$ cat src/rtl/dco_enc_pkg.sv
package dco_enc_pkg;
  localparam int COARSE_W_DEF = 4;
  localparam int FINE_W_DEF   = 6;
  localparam int FRAC_W_DEF   = 6;

  typedef struct packed {
    logic loadWord;
    logic ditherStep;
  } ctrl_strobes_t;
endpackage

$ cat src/rtl/dco_enc_ctrl.sv
module dco_enc_ctrl
  import dco_enc_pkg::*;
(
  input  logic          clk,
  input  logic          rst,
  input  logic          tuneValid,
  output ctrl_strobes_t strobes
);
  logic runEn;

  // Accumulation starts on the first clock after reset is released.
  always_ff @(posedge clk) begin
    if (rst) runEn <= 1'b0;
    else     runEn <= 1'b1;
  end

  always_comb begin
    strobes.loadWord   = tuneValid & ~rst;
    strobes.ditherStep = runEn;
  end
endmodule

$ cat src/rtl/dco_enc_datapath.sv
module dco_enc_datapath
  import dco_enc_pkg::*;
#(
  parameter int COARSE_W = COARSE_W_DEF,
  parameter int FINE_W   = FINE_W_DEF,
  parameter int FRAC_W   = FRAC_W_DEF,
  localparam int WORD_W  = COARSE_W + FINE_W + FRAC_W,
  localparam int THERM_W = (1 << FINE_W) - 1
) (
  input  logic                clk,
  input  logic                rst,
  input  ctrl_strobes_t       strobes,
  input  logic [WORD_W-1:0]   word,
  output logic [COARSE_W-1:0] coarseEn,
  output logic [THERM_W-1:0]  fineEn,
  output logic                ditherEn
);
  logic [COARSE_W-1:0] coarseField;
  logic [FINE_W-1:0]   fineField;
  logic [FRAC_W-1:0]   fracField;
  logic [THERM_W-1:0]  thermNext;
  logic [FRAC_W-1:0]   fracReg;
  logic [FRAC_W-1:0]   acc;
  logic [FRAC_W:0]     accSum;

  assign coarseField = word[WORD_W-1 -: COARSE_W];
  assign fineField   = word[FRAC_W +: FINE_W];
  assign fracField   = word[FRAC_W-1:0];

  // Thermometer encoder: one comparator per unit element.
  for (genvar i = 0; i < THERM_W; i++) begin : g_therm
    assign thermNext[i] = ({1'b0, fineField} > (FINE_W+1)'(i));
  end

  assign accSum = {1'b0, acc} + {1'b0, fracReg};

  always_ff @(posedge clk) begin
    if (rst) begin
      coarseEn <= '0;
      fineEn   <= '0;
      fracReg  <= '0;
      acc      <= '0;
      ditherEn <= 1'b0;
    end else begin
      if (strobes.loadWord) begin
        coarseEn <= coarseField;
        fineEn   <= thermNext;
        fracReg  <= fracField;
      end
      if (strobes.ditherStep) begin
        acc      <= accSum[FRAC_W-1:0];
        ditherEn <= accSum[FRAC_W];
      end
    end
  end

  assert_coarse_load_R1: assert property (@(posedge clk) disable iff (rst)
    strobes.loadWord |=> coarseEn == $past(coarseField));

  assert_fine_count_R2: assert property (@(posedge clk) disable iff (rst)
    strobes.loadWord |=> $countones(fineEn) == int'($past(fineField)));

  assert_therm_shape_R3: assert property (@(posedge clk) disable iff (rst)
    (fineEn & (fineEn + THERM_W'(1))) == '0);

  assert_hold_R4: assert property (@(posedge clk) disable iff (rst)
    !strobes.loadWord |=> $stable(coarseEn) && $stable(fineEn));

  assert_zero_frac_R6: assert property (@(posedge clk) disable iff (rst)
    (fracReg == '0) |=> !ditherEn);
endmodule

$ cat src/rtl/dco_tune_encoder.sv
module dco_tune_encoder
  import dco_enc_pkg::*;
(
  input  logic        clk,
  input  logic        rst,
  input  logic [15:0] tuneWord,
  input  logic        tuneValid,
  output logic [3:0]  coarseEn,
  output logic [62:0] fineEn,
  output logic        ditherEn
);
  ctrl_strobes_t strobes;

  dco_enc_ctrl ctrl_i (
    .clk       (clk),
    .rst       (rst),
    .tuneValid (tuneValid),
    .strobes   (strobes)
  );

  dco_enc_datapath #(
    .COARSE_W (4),
    .FINE_W   (6),
    .FRAC_W   (6)
  ) dp_i (
    .clk      (clk),
    .rst      (rst),
    .strobes  (strobes),
    .word     (tuneWord),
    .coarseEn (coarseEn),
    .fineEn   (fineEn),
    .ditherEn (ditherEn)
  );
endmodule

$ cat config.mk
export PLATFORM = sky130hd
export DESIGN_NAME = dco_tune_encoder
export DESIGN_NICKNAME = d
export VERILOG_FILES = /design/src/rtl/dco_enc_pkg.sv /design/src/rtl/dco_enc_ctrl.sv /design/src/rtl/dco_enc_datapath.sv /design/src/rtl/dco_tune_encoder.sv
export SDC_FILE = /design/constraint.sdc
export NUM_CORES = 1
export LEC_CHECK = 0
export BUFFER_PORTS_ARGS = -buffer_cell sky130_fd_sc_hd__buf_2
export CELL_PAD_IN_SITES_DETAIL_PLACEMENT = 1
export CELL_PAD_IN_SITES_GLOBAL_PLACEMENT = 1
export CORE_MARGIN = 1.5
export CORE_UTILIZATION = 42
export CTS_CLUSTER_SIZE = 14
export DETAILED_ROUTE_END_ITERATION = 6
export HOLD_SLACK_MARGIN = 0.03
export MAX_ROUTING_LAYER = met4
export PLACE_DENSITY = 0.89
export SETUP_SLACK_MARGIN = 0.02
export SYNTH_ARGS = -nofsm -noshare
export SYNTH_HDL_FRONTEND = slang
export SYNTH_HIERARCHICAL = 1
export SYNTH_SLANG_ARGS = --single-unit
$ cat constraint.sdc
create_clock -name clk -period 2.7 [get_ports clk]
set_input_delay 0.27 -clock clk [delete_from_list [all_inputs] [get_ports clk]]
set_output_delay 0.27 -clock clk [all_outputs]
set_load 0.005 [all_outputs]
==> results_dict.tcl, run 1 <==
set metrics [dict create \
    wire_per_inst_um 17.1 \
    post-dp-hpwl_um 6960 \
    hold_viol 0 \
    p_per_area_mw_per_mm2 618 \
    synth_cells 402 \
    nets 497 \
    ys_types 56 \
    grt_pass1_vias 3141 \
    cts_tree "yes" \
    antenna_found_initial 0 \
    top_level_ports 87 \
    maxCapViolations 0 \
    ys.flop_type "dfxtp_1" \
    p_leak_nw 1.76 \
    tightest_slew_ns 0.822 \
    dr.pass1.iters 4 \
    synth.cell_area_mm2 0.00347 \
    initial_core_util 0.442 \
    maxSlewViolCount 0 \
    dpl_cell_area_mm2 0.00388 \
    grt_use_total 0.240 \
    cp-startpoint "dp_i/acc[0]" \
    path_buf_inv 1 \
    fmax_mhz 541 \
    diodes 0 \
    clk_pin_slew_ns 0.09 \
    via_per_inst 5.47 \
    setup-tns-final_ns 0 \
    layout-drive-gt1-share 0.267 \
    cts-root-buf "clkbuf_8" \
    finalNonFillerCells 578 \
    highest_layer "met4" \
    status "completed" \
    cts_max_level 3 \
    finalSetupViolations 0 \
    drt_iter0_drc 136 \
    worstSetupPathType "reg2reg" \
    clk_latency_ns 0.35 \
    post_cts_resized 0 \
    relSlewSlack 0.452 \
    min-delay-start "tuneWord[3]" \
    crit_chain "ha_1 -> inv_1 -> fa_1 -> nand2b_1 -> a21oi_1 -> nor2_1 -> o41ai_1" \
    fp-row-count 32 \
    synth-seq-cells 81 \
    final_cell_area_mm2 0.00409 \
    rsz0062_at_grt "false" \
    cts_buffers 9 \
    wl_met3_um 511 \
    met1Wirelength_um 4270 \
    vias 3159 \
    cp-end-kind "flop" \
    met2_length_um 4980 \
    core_mm2 0.00785 \
    synth_edf_count 0 \
    peakVddDrop_v 0.000287 \
    drt_wl_total_um 9900 \
    r2r-start "dp_i/acc[0]" \
    yosysSeqAreaShare 0.468 \
    ant_nets 0 \
    grt_max_degree 82 \
    required_ns 2.94 \
    die_area_mm2 0.00881 \
    cts.sinks 81 \
    portBuffers 86 \
    async_flop_share 0 \
    remaining_drc_errors 0 \
    max_stage_delay_ns 0.41 \
    die-height_um 93.9 \
    cts_hold_buf 0 \
    grt_pass1_wl_um 15900 \
    skew_ns 0.00936 \
    synth.avg_cell_area_um2 8.62 \
    postCtsSetupRepairBufs 0 \
    fin_hold_ws_ns 0.151 \
    syn_to_final_growth_pct 17.8 \
    setup_ws_ns 0.852 \
    clk_path_buf_depth 2 \
    finalCriticalPeriod_ns 1.85 \
    post-route-period-util 0.684 \
    setup.worst_path.start_class "flop" \
    dp_cells 562 \
    hold_class "in2reg" \
    gp_congestion 0.870 \
    syn-num-nets 428 \
    ys_warn_count 6 \
    grt_overflow_total 0 \
    slowest_stage "fa_1" \
    critPathTopFamily "adder cells" \
    worstPathArrival_ns 2.09 \
    die_w_um 93.9 \
    preCtsSetupSlack_ns 0.806 \
    cp_max_fo 2 \
]
[state kept, by name (all words and copies together), names as in the netlist]
register,flops
dp_i/coarseEn,4
dp_i/fineEn,63
ctrl_i/runEn,1
dp_i/acc,6
dp_i/ditherEn,1
dp_i/fracReg,6
[stage by stage]
step / utilization / power, mW
floorplan: - / 1.52
global placement: 0.494 / 1.62
detailed placement: 0.494 / 1.63
CTS: 0.521 / 2.54
global route: 0.521 / 2.63
finish: 0.521 / 2.52
[worst reg2reg max path, cell delays in order (launching register included)]
cell and delay, ns:
dfxtp_1 0.36, ha_1 0.18, inv_1 0.07, fa_1 0.41, nand2b_1 0.19, a21oi_1 0.15, nor2_1 0.06, o41ai_1 0.31
[placed cells by master (no fill, tap or decap), drive strengths merged, types with 4 or more instances in the layout]
cell type and n:
buf 93, dfxtp 81, nor2 69, a21oi 44
nand2 36, nor3 23, o21ai 13, mux2i 12
a211oi 11, clkbuf 10, inv 8, nand2b 7
a31oi 6, nand3 6, ha 6, nor2b 4
[cell type report]
class,instances,area (um2)
Tap cell,102,128
Clock inverter,6,67.6
Clock buffer,10,138
Inverter,8,30.0
Sequential cell,81,1620
Fill cell,1003,3760
Timing Repair Buffer,93,483
Multi-Input combinational cell,278,1620
[synthesized netlist by cell type (all sizes together), types with 2 or more instances]
cell      n  area share
a31oi     6       0.011
o2111ai   2      0.0051
ha        6       0.022
nor4      2      0.0054
or2       2      0.0036
a211oi   11       0.025
a22oi     3      0.0065
nor3     23       0.035
nand2    36       0.041
o211ai    2      0.0043
buf      28       0.052
clkbuf    7      0.0076
nor2     69       0.076
o311ai    2       0.012
and2      3      0.0054
mux2i    12       0.035
nor2b     4      0.0072
inv       8      0.0087
o31ai     2      0.0058
and3      2      0.0036
o21a      3      0.0065
nand3     6      0.0087
a21oi    44       0.065
nand2b    7       0.013
o21ai    13       0.019
a21o      2      0.0043
dfxtp    81        0.47
or3       2      0.0051
[power breakdown]
part           internal (mW)  total, mW  switching (mW)  leakage, nW
logic                  0.122      0.315           0.192         1.00
registers               1.26       1.29          0.0368        0.664
clock network          0.454      0.916           0.462       0.0985
[per-layer routing]
metal  vias to the layer above  global-route usage
li1                       1522                   -
met3                        18              0.0380
met5                         -                   -
met1                      1521               0.294
met4                         0              0.0784
met2                        98               0.403
[cells by family (layout without fill, tap and decap cells)]
| group | count (synthesis) | count (layout) | share of synthesized area |
|---|---|---|---|
| adders and majority gates | 7 | 7 | 0.0274 |
| AOI/OAI and AO/OA | 97 | 97 | 0.182 |
| and+or+nand+nor | 160 | 160 | 0.215 |
| muxes | 12 | 12 | 0.0346 |
| DFF | 81 | 81 | 0.468 |
| buffers and inverters | 43 | 117 | 0.0678 |
| xor gates and xnor gates | 2 | 2 | 0.00505 |
[path summary, 6_finish.rpt]
kind                     endpoint  slack (ns)  cells past startpoint
setup reg to reg      dp_i/acc[4]        0.85                      7
hold / removal    dp_i/fracReg[3]        0.15                      3
setup / recovery      dp_i/acc[4]        0.85                      7
hold reg to reg   dp_i/fineEn[56]        0.46                      2
(Power assumes the default switching activity.)
==> run 2: changes to the inputs <==
--- a/config.mk
+++ b/config.mk
@@ -9,12 +9,12 @@
 export CELL_PAD_IN_SITES_DETAIL_PLACEMENT = 1
 export CELL_PAD_IN_SITES_GLOBAL_PLACEMENT = 1
 export CORE_MARGIN = 1.5
-export CORE_UTILIZATION = 42
+export CORE_UTILIZATION = 39
 export CTS_CLUSTER_SIZE = 14
 export DETAILED_ROUTE_END_ITERATION = 6
 export HOLD_SLACK_MARGIN = 0.03
 export MAX_ROUTING_LAYER = met4
-export PLACE_DENSITY = 0.89
+export PLACE_DENSITY = 0.84
 export SETUP_SLACK_MARGIN = 0.02
 export SYNTH_ARGS = -nofsm -noshare
 export SYNTH_HDL_FRONTEND = slang
==> constraint.sdc (replaced) <==
create_clock -name clk -period 1.8 [get_ports clk]
set_input_delay 0.18 -clock clk [delete_from_list [all_inputs] [get_ports clk]]
set_output_delay 0.18 -clock clk [all_outputs]
set_load 0.005 [all_outputs]
==> run 2 against run 1 <==
Sequential power grew 50%; cell count is 0.87% higher; power rose by 47%; critical endpoint unchanged; largest cell class is now multi-input gates.
==> results_dict.tcl, run 2 (same netlist as run 1, synthesis figures left out) <==
set metrics [dict create \
    fin_hold_ws_ns 0.0634 \
    postCtsSetupRepairBufs 0 \
    cts_max_level 3 \
    grt_util_met2 0.353 \
    finalCriticalPeriod_ns 1.70 \
    rsz0062_at_grt "false" \
    fmax_mhz 589 \
    path_buf_inv 1 \
    via_per_inst 5.36 \
    grt_pass1_wl_um 15800 \
    dp_cells 568 \
    met1_usage 0.263 \
    maxCapViolations 0 \
    drt_wl_total_um 9640 \
    maxSlewViolCount 0 \
    wire_per_inst_um 16.5 \
    worstSetupPathType "reg2reg" \
    regMostFlops "dp_i/fineEn" \
    skew_ns 0.00497 \
    grt_overflow_total 0 \
    tightest_slew_ns 0.658 \
    peakVddDrop_v 0.000421 \
    clk_path_buf_depth 2 \
    dr.pass1.iters 4 \
    post_cts_resized 1 \
    clk_pin_slew_ns 0.08 \
    diodes 0 \
    die_w_um 97.3 \
    drt_iter0_drc 169 \
    portBuffers 86 \
    required_ns 2.06 \
    cts_hold_buf 0 \
    remaining_drc_errors 0 \
    final_cell_area_mm2 0.00411 \
    relSlewSlack 0.561 \
    fp-row-count 34 \
    crit_chain "ha_2 -> inv_1 -> fa_1 -> nand2b_4 -> a21oi_2 -> nor2_1 -> o41ai_2" \
    final.fill_count 1093 \
    vias 3124 \
    finalNonFillerCells 583 \
    cp_max_fo 2 \
    top_regs "dp_i/fineEn (63), dp_i/acc (6), dp_i/fracReg (6)" \
    die-height_um 97.3 \
    setup.worst_path.start_class "flop" \
    grt_pass1_vias 3084 \
    cp-end-kind "flop" \
    antenna_found_initial 0 \
    dpl_cell_area_mm2 0.00390 \
    core_mm2 0.00868 \
    final_common_cell "buf_2" \
    finalSetupViolations 0 \
    largest_reg_flops 63 \
    top_level_ports 87 \
    syn_to_final_growth_pct 18.5 \
    p_per_area_mw_per_mm2 900 \
    p_leak_nw 1.77 \
    die_area_mm2 0.00946 \
    layout-drive-gt1-share 0.276 \
    power_mw 3.70 \
    post-route-period-util 0.943 \
    cts_tree "yes" \
    max_stage_delay_ns 0.40 \
    clk_latency_ns 0.35 \
    worstPathArrival_ns 1.96 \
    initial_core_util 0.400 \
    hold_class "in2reg" \
    fin_util 0.473 \
    critPathTopFamily "adder cells" \
    grt_use_total 0.215 \
    cts-root-buf "clkbuf_8" \
    slowest_stage "fa_1" \
    setup_ws_ns 0.102 \
    hold_viol 0 \
    gp_congestion 0.908 \
    preCtsSetupSlack_ns 0.0300 \
    status "completed" \
    cts_buffers 9 \
    nets 497 \
    setup-tns-final_ns 0 \
    cts.sinks 81 \
    layout_common_cells "buf_2 (86), dfxtp_1 (81), nor2_1 (67)" \
    grt.met3_usage 0.0331 \
    top_usage_layer "met2" \
    ant_nets 0 \
    grt_max_degree 65 \
    post-dp-hpwl_um 6750 \
]
-- run 2: cell types whose count changed in the layout (fill, tap and decap cells not counted), moves of 2 or more --
cell / change
a21oi_1: -2
a21oi_2: +2
clkinv_2: +2
clkinv_4: -2
-- run 2: final timing paths --
kind | from | to | slack, ns | cells past startpoint
max | dp_i/acc[0] | dp_i/acc[4] | 0.10 | 7
max reg2reg | dp_i/acc[0] | dp_i/acc[4] | 0.10 | 7
min | tuneWord[5] | dp_i/fracReg[5] | 0.06 | 3
min reg2reg | dp_i/fineEn[48] | dp_i/fineEn[48] | 0.47 | 2
-- run 2: area by class of cell --
type	instances	area [um2]	share of cell area
sequential	81	1620	0.395
multi-input combinational	278	1640	0.400
clock inverter	6	60.1	0.0146
inverter	8	30.0	0.00731
tap	108	135	0.0329
clock buffer	9	124	0.0301
timing repair buffer	93	495	0.121
-- run 2: per-layer routing --
| layer | vias up | share of wire |
|---|---|---|
| met1 | 1522 | 0.45 |
| met2 | 66 | 0.50 |
| met3 | 13 | 0.034 |
| met5 | - | 0 |
| met4 | 0 | 0.014 |
| li1 | 1523 | - |
-- run 2: power breakdown --
| part | switching (mW) | internal [mW] | total, mW | leakage [nW] |
|---|---|---|---|---|
| sequential | 0.0540 | 1.88 | 1.94 | 0.664 |
| combinational | 0.289 | 0.188 | 0.477 | 1.02 |
| clock | 0.659 | 0.626 | 1.28 | 0.0909 |
-- run 2: tightest hold or removal path, cell delays in order --
cell and delay, ns:
buf_2 0.07, mux2i_1 0.05, nor2_1 0.07
